## config.mk

```make
export PLATFORM = sky130hd
export DESIGN_NAME = stat_bank
export DESIGN_NICKNAME = d
export VERILOG_FILES = /design/src/rtl/stat_pkg.sv /design/src/rtl/stat_ctrl.sv /design/src/rtl/stat_counter.sv /design/src/rtl/stat_rdpath.sv /design/src/rtl/stat_bank.sv
export SDC_FILE = /design/constraint.sdc
export NUM_CORES = 1
export LEC_CHECK = 0
export BUFFER_PORTS_ARGS = -buffer_cell sky130_fd_sc_hd__buf_2
export CELL_PAD_IN_SITES_DETAIL_PLACEMENT = 1
export CELL_PAD_IN_SITES_GLOBAL_PLACEMENT = 1
export CORE_MARGIN = 2
export CORE_UTILIZATION = 42
export DETAILED_ROUTE_END_ITERATION = 8
export GPL_TIMING_DRIVEN = 0
export PLACE_DENSITY_LB_ADDON = 0.1
export SYNTH_ARGS = -nofsm -noshare
export SYNTH_HDL_FRONTEND = slang
export SYNTH_SLANG_ARGS = --single-unit
```

## constraint.sdc

```tcl
create_clock -name clk -period 1.8 [get_ports clk]
set_input_delay 0.09 -clock clk [delete_from_list [all_inputs] [get_ports clk]]
set_output_delay 0.09 -clock clk [all_outputs]
set_load 0.05 [all_outputs]
```

## src/rtl/stat_pkg.sv

```systemverilog
package stat_pkg;
   // Register word addresses. Counters follow the command word.
   localparam int unsigned ADR_REV  = 0;
   localparam int unsigned ADR_SCR  = 1;
   localparam int unsigned ADR_CMD  = 2;
   localparam int unsigned ADR_CNT0 = 3;

   // Command word bit positions
   localparam int unsigned CMD_FREEZE_BIT = 2;
   localparam int unsigned CMD_CLEAR_BIT  = 3;

   typedef enum logic [2:0] {
      RSEL_REV,
      RSEL_SCR,
      RSEL_CMD,
      RSEL_CNT,
      RSEL_NONE
   } rsel_e;

   function automatic int unsigned map_span(input int unsigned n_cnt);
      return ADR_CNT0 + n_cnt;
   endfunction
endpackage

```

## src/rtl/stat_ctrl.sv

```systemverilog
module stat_ctrl
   import stat_pkg::*;
#(
   parameter int unsigned ADDR_W = 4,
   parameter int unsigned DATA_W = 32
) (
   input  logic              clk,
   input  logic              rst_n,
   input  logic              wr_en,
   input  logic [ADDR_W-1:0] addr,
   input  logic [DATA_W-1:0] wr_data,
   output logic              clr_o,
   output logic              cap_o,
   output logic              freeze_o,
   output logic [DATA_W-1:0] scratch_o,
   output logic [DATA_W-1:0] cmd_word_o
);
   logic              wr_cmd;
   logic              wr_scr;
   logic              freeze_q;
   logic              freeze_req;
   logic [DATA_W-1:0] scratch_q;

   assign wr_cmd     = wr_en && (addr == ADDR_W'(ADR_CMD));
   assign wr_scr     = wr_en && (addr == ADDR_W'(ADR_SCR));
   assign freeze_req = wr_data[CMD_FREEZE_BIT];

   // The clear is a one-cycle pulse taken straight from the write, so it never holds state.
   assign clr_o = wr_cmd && wr_data[CMD_CLEAR_BIT];
   // A capture happens only when the freeze bit goes from 0 to 1.
   assign cap_o = wr_cmd && freeze_req && !freeze_q;

   always_ff @(posedge clk) begin
      if (!rst_n) begin
         freeze_q <= 1'b0;
      end else if (wr_cmd) begin
         freeze_q <= freeze_req;
      end
   end

   always_ff @(posedge clk) begin
      if (!rst_n) begin
         scratch_q <= '0;
      end else if (wr_scr) begin
         scratch_q <= wr_data;
      end
   end

   always_comb begin
      cmd_word_o                 = '0;
      cmd_word_o[CMD_FREEZE_BIT] = freeze_q;
   end

   assign freeze_o  = freeze_q;
   assign scratch_o = scratch_q;
endmodule

```

## src/rtl/stat_counter.sv

```systemverilog
module stat_counter #(
   parameter int unsigned CNT_W    = 32,
   parameter bit          SATURATE = 1'b0
) (
   input  logic             clk,
   input  logic             rst_n,
   input  logic             clr,
   input  logic             inc,
   input  logic             cap,
   output logic [CNT_W-1:0] live_o,
   output logic [CNT_W-1:0] snap_o
);
   logic [CNT_W-1:0] live_q;
   logic [CNT_W-1:0] snap_q;
   logic [CNT_W-1:0] live_nxt;

   generate
      if (SATURATE) begin : g_sat
         always_comb live_nxt = (&live_q) ? live_q : live_q + CNT_W'(1);
      end else begin : g_wrap
         always_comb live_nxt = live_q + CNT_W'(1);
      end
   endgenerate

   // A clear takes priority over an event in the same cycle.
   always_ff @(posedge clk) begin
      if (!rst_n) begin
         live_q <= '0;
      end else if (clr) begin
         live_q <= '0;
      end else if (inc) begin
         live_q <= live_nxt;
      end
   end

   // A clear also empties the frozen copy, even while it is being captured.
   always_ff @(posedge clk) begin
      if (!rst_n) begin
         snap_q <= '0;
      end else if (clr) begin
         snap_q <= '0;
      end else if (cap) begin
         snap_q <= live_q;
      end
   end

   assign live_o = live_q;
   assign snap_o = snap_q;
endmodule

```

## src/rtl/stat_rdpath.sv

```systemverilog
module stat_rdpath
   import stat_pkg::*;
#(
   parameter int unsigned       NUM_CNT = 5,
   parameter int unsigned       CNT_W   = 32,
   parameter int unsigned       ADDR_W  = 4,
   parameter int unsigned       DATA_W  = 32,
   parameter logic [DATA_W-1:0] REV_ID  = '0
) (
   input  logic                     clk,
   input  logic                     rst_n,
   input  logic                     rd_en,
   input  logic [ADDR_W-1:0]        addr,
   input  logic [DATA_W-1:0]        scratch,
   input  logic [DATA_W-1:0]        cmd_word,
   input  logic                     freeze,
   input  logic [NUM_CNT*CNT_W-1:0] live_flat,
   input  logic [NUM_CNT*CNT_W-1:0] snap_flat,
   output logic [DATA_W-1:0]        rd_data
);
   localparam int unsigned IDX_W = (NUM_CNT > 1) ? $clog2(NUM_CNT) : 1;

   logic [DATA_W-1:0] cnt_view [NUM_CNT];
   rsel_e             sel;
   logic [IDX_W-1:0]  idx;
   logic [DATA_W-1:0] rd_nxt;
   logic [DATA_W-1:0] rd_q;

   // Each counter read shows either its live value or its frozen copy.
   generate
      for (genvar g = 0; g < NUM_CNT; g++) begin : g_view
         assign cnt_view[g] = freeze ? DATA_W'(snap_flat[g*CNT_W +: CNT_W])
                                     : DATA_W'(live_flat[g*CNT_W +: CNT_W]);
      end
   endgenerate

   always_comb begin
      sel = RSEL_NONE;
      idx = '0;
      if (addr == ADDR_W'(ADR_REV)) begin
         sel = RSEL_REV;
      end else if (addr == ADDR_W'(ADR_SCR)) begin
         sel = RSEL_SCR;
      end else if (addr == ADDR_W'(ADR_CMD)) begin
         sel = RSEL_CMD;
      end else begin
         for (int i = 0; i < NUM_CNT; i++) begin
            if (addr == ADDR_W'(ADR_CNT0 + i)) begin
               sel = RSEL_CNT;
               idx = IDX_W'(i);
            end
         end
      end
   end

   always_comb begin
      case (sel)
         RSEL_REV: rd_nxt = REV_ID;
         RSEL_SCR: rd_nxt = scratch;
         RSEL_CMD: rd_nxt = cmd_word;
         RSEL_CNT: rd_nxt = cnt_view[idx];
         default:  rd_nxt = '0;
      endcase
   end

   always_ff @(posedge clk) begin
      if (!rst_n) begin
         rd_q <= '0;
      end else if (rd_en) begin
         rd_q <= rd_nxt;
      end
   end

   assign rd_data = rd_q;
endmodule

```

## src/rtl/stat_bank.sv

```systemverilog
module stat_bank
   import stat_pkg::*;
#(
   parameter int unsigned       NUM_CNT  = 5,
   parameter int unsigned       CNT_W    = 32,
   parameter int unsigned       ADDR_W   = 4,
   parameter int unsigned       DATA_W   = 32,
   parameter bit                SATURATE = 1'b0,
   parameter logic [DATA_W-1:0] REV_ID   = DATA_W'(32'h0001_0300)
) (
   input  logic               clk,
   input  logic               rst_n,
   input  logic [NUM_CNT-1:0] evt_pulse,
   input  logic               wr_en,
   input  logic               rd_en,
   input  logic [ADDR_W-1:0]  addr,
   input  logic [DATA_W-1:0]  wr_data,
   output logic [DATA_W-1:0]  rd_data
);
   localparam int unsigned FLAT_W = NUM_CNT * CNT_W;

   generate
      if (NUM_CNT < 1) begin : g_chk_num
         $error("stat_bank: NUM_CNT must be at least 1");
      end
      if (CNT_W < 1 || CNT_W > DATA_W) begin : g_chk_cw
         $error("stat_bank: CNT_W must lie in 1..DATA_W");
      end
      if (DATA_W <= CMD_CLEAR_BIT) begin : g_chk_dw
         $error("stat_bank: DATA_W too narrow for the command word");
      end
      if (map_span(NUM_CNT) > (1 << ADDR_W)) begin : g_chk_aw
         $error("stat_bank: ADDR_W too small for the register map");
      end
   endgenerate

   logic              clr;
   logic              cap;
   logic              freeze;
   logic [DATA_W-1:0] scratch;
   logic [DATA_W-1:0] cmd_word;
   logic [FLAT_W-1:0] live_flat;
   logic [FLAT_W-1:0] snap_flat;

   stat_ctrl #(
      .ADDR_W (ADDR_W),
      .DATA_W (DATA_W)
   ) u_ctrl (
      .clk        (clk),
      .rst_n      (rst_n),
      .wr_en      (wr_en),
      .addr       (addr),
      .wr_data    (wr_data),
      .clr_o      (clr),
      .cap_o      (cap),
      .freeze_o   (freeze),
      .scratch_o  (scratch),
      .cmd_word_o (cmd_word)
   );

   generate
      for (genvar g = 0; g < NUM_CNT; g++) begin : g_cnt
         stat_counter #(
            .CNT_W    (CNT_W),
            .SATURATE (SATURATE)
         ) u_cnt (
            .clk    (clk),
            .rst_n  (rst_n),
            .clr    (clr),
            .inc    (evt_pulse[g]),
            .cap    (cap),
            .live_o (live_flat[g*CNT_W +: CNT_W]),
            .snap_o (snap_flat[g*CNT_W +: CNT_W])
         );
      end
   endgenerate

   stat_rdpath #(
      .NUM_CNT (NUM_CNT),
      .CNT_W   (CNT_W),
      .ADDR_W  (ADDR_W),
      .DATA_W  (DATA_W),
      .REV_ID  (REV_ID)
   ) u_rd (
      .clk       (clk),
      .rst_n     (rst_n),
      .rd_en     (rd_en),
      .addr      (addr),
      .scratch   (scratch),
      .cmd_word  (cmd_word),
      .freeze    (freeze),
      .live_flat (live_flat),
      .snap_flat (snap_flat),
      .rd_data   (rd_data)
   );
endmodule

```

==> results.txt <==
Slowest-stage cell, CP: dfxtp_4
fmax: 499 MHz
grt met2 use: 0.502
Synth area leader: dfxtp_1
Worst-path clk slew: 0.07 ns
first-pass GRT wire length: 101000 um
power per cell area: 817 nW/um^2
Post-Syn Area: 17800 sq um
met1 usage: 0.376
gpl congestion: 0.919
total power: 19.4 mW
fin cells: 2958
Ys Warns: 0
Setup-failing EPs final: 107
Port Buffers: 72
crit end category: flip-flop
H-tree depth: 2
clock sink count: 385
Worst setup SP type: flip-flop
WP data required: 2.26 ns
synthesized net count: 2197
maximum VDD drop: 0.758 mV
clock skew: 0.0239 ns
slowest cell delay on critical path: 0.40 ns
CTS Buf Count: 45
# IOs: 77
Worst-Margin Slew: 1.03 ns
Hold Fails Final Rpt: 0
layout cell share with drive strength beyond 1: 0.285
drc violations: 0
failing checks: setup timing
core box area: 41900 sq um
RSZ-0062 raised after global routing: true
fin. max-slew vios: 0
Routed WL per cell: 23.7 um
largest net degree at the start of global routing: 14
hpwl dp: 47200 um
synth top area cells: dfxtp_1 (43%), nand2_1 (9.4%), a21oi_1 (6.5%), mux2i_1 (5.2%), nor2_1 (4.0%)
period utilization: 1.11
P_leak: 8.04 nW
kind of critical path: reg -> reg
setup TNS: -4.85 ns
EDFF count, synth: 0
top-count cell post-synth: nand2_1
Synth Area per Inst: 8.28 sq um
global route overflow: 0
root buffer cell: clkbuf_16
hold depth: 4
top-area cell type share of the netlist area: 0.433
initial core utilization: 0.425
Worst Slack Setup Final: -0.205 ns
Crit Path Max Fanout: 5
total placed cells including tap cells: 2758
DR pass1 iterations: 6
vias in the first global route: 16888
status: finished, violations left
Gate Count Post-Synth: 2147
initial antenna violation count: 3
initial DRC count: 1238
met3 usage: 0.0605
Arr. time, crit path: 2.46 ns
Die Area: 44000 sq um
final antenna-violating net count: 0
via count: 17046
GR Util All Layers: 0.299
Synth-to-Final Area Change: 33.3%
asr flop ratio synth: 0
max cap viols: 0
Via density: 5.76
Synth Register Bits: 385
Most used DFF post-synth: dfxtp_1
clk_lat worst skew: 0.59 ns
die height: 210 um
Die Span X: 210 um
worst hold path class: in -> reg
TritonCTS clock tree: yes
cell count of the worst reg-to-reg path: 7
drt total wl: 70100 um
sequential share of the synthesized area: 0.433
gr busiest metal: met2
# nets final: 2432
Worst slew margin: 0.314
synth cell count leaders: nand2_1 (443), dfxtp_1 (385), a21oi_1 (232)
Std-Cell Rows: 75
maximum clock path buffer count: 3
Yosys cell types: 50
crit-path cells: buf_12 -> buf_4 -> mux2_2 -> a22oi_1 -> nor2_1 -> a311oi_2 -> o31ai_1
post-layout min period: 2.01 ns
## final timing paths
path | slack (ns) | endpoint | start
setup / recovery | -0.21 | u_rd.rd_data[2]$_SDFFE_PN0P_ | u_ctrl.freeze_o$_SDFFE_PN0P_
hold reg to reg | 0.45 | g_cnt[0].u_cnt.snap_o[17]$_SDFFE_PP0P_ | g_cnt[0].u_cnt.snap_o[17]$_SDFFE_PP0P_
setup reg to reg | -0.21 | u_rd.rd_data[2]$_SDFFE_PN0P_ | u_ctrl.freeze_o$_SDFFE_PN0P_
hold / removal | 0.04 | u_rd.rd_data[9]$_SDFFE_PN0P_ | rd_en
## registers in the layout, indices dropped and copies added, names as in the netlist
| signal | count |
|---|---|
| u_ctrl.freeze_o | 1 |
| g_cnt.u_cnt.snap_o | 160 |
| u_rd.rd_data | 32 |
| g_cnt.u_cnt.live_o | 160 |
| u_ctrl.scratch_o | 32 |
## cells in the final DEF (no fill, tap or decap), types with 39 or more instances in the layout
cell type	Yosys	layout
dfxtp_2	0	49
dlygate4sd3_1	0	39
xnor2_1	60	60
nand4_1	44	44
clkbuf_1	81	57
nor2_1	190	187
a21oi_2	0	61
nand3_1	61	49
mux2_2	56	54
mux2i_1	92	43
clkbuf_16	0	58
buf_2	66	108
buf_4	1	65
a21oi_1	232	171
dfxtp_1	385	309
xor2_1	80	79
nand2_1	443	439
## per-layer routing
| metal | wire, um | part of all wire | vias to the layer above |
|---|---|---|---|
| li1 | - | - | 7882 |
| met1 | 29200 | 0.42 | 8510 |
| met2 | 33400 | 0.48 | 481 |
| met3 | 4020 | 0.057 | 169 |
| met4 | 3470 | 0.049 | 4 |
| met5 | 30 | 0.00043 | - |
## stage by stage
stage                     utilization  worst slack [ns]  instance area, sq um  hold WS, ns
after CTS                       0.529            -0.158                 22100       0.0146
after detailed placement        0.450             -1.18                 18800        0.359
final                           0.566            -0.205                 23700       0.0386
after floorplan                     -            0.0406                 17800        0.235
after global routing            0.566            -0.230                 23700       0.0713
after global placement          0.450             -1.12                 18800        0.343
## critical path: cells and delay by family (launching register included)
kind / cells / cell delay [ns]
compound gates: 3 / 0.73
buf+inv: 2 / 0.26
flops: 1 / 0.40
mux: 1 / 0.38
simple gates: 1 / 0.10
## layout make-up
type                       count  area [sq um]
clock inverter                15           191
buffer                       146          1070
multi-input combinational   1589         10800
sequential                   385          7870
inverter                      21          78.8
timing repair buffer         194          1650
fill                        4712         18200
clock buffer                  68          1350
antenna                        1          2.50
tap                          539           674
## timing repair
item | 4_1_cts | 5_1_grt
pin swaps | 39 | 43
gates resized for setup | 304 | 295
cloned | 2 | 13
hold buffers | 39 | 0
setup endpoints to repair | 350 | 347
endpoints found under the hold margin | 55 | 0
setup buffers | 26 | 42
## logic make-up after synthesis
group / Yosys count / synth area share
fa+ha+maj: 5 / 0.00352
xor+xnor: 140 / 0.0690
flops: 385 / 0.433
compound gates: 411 / 0.136
simple gates: 879 / 0.222
buf+inv: 173 / 0.0414
mux: 154 / 0.0948
## where the power goes
group	leakage, nW	internal [mW]	switching (mW)	total [mW]
registers	3.15	8.54	0.0717	8.61
clock network	0.757	5.75	3.85	9.59
logic	4.13	0.393	0.757	1.15
No activity file was read; power rests on OpenSTA's default activity.
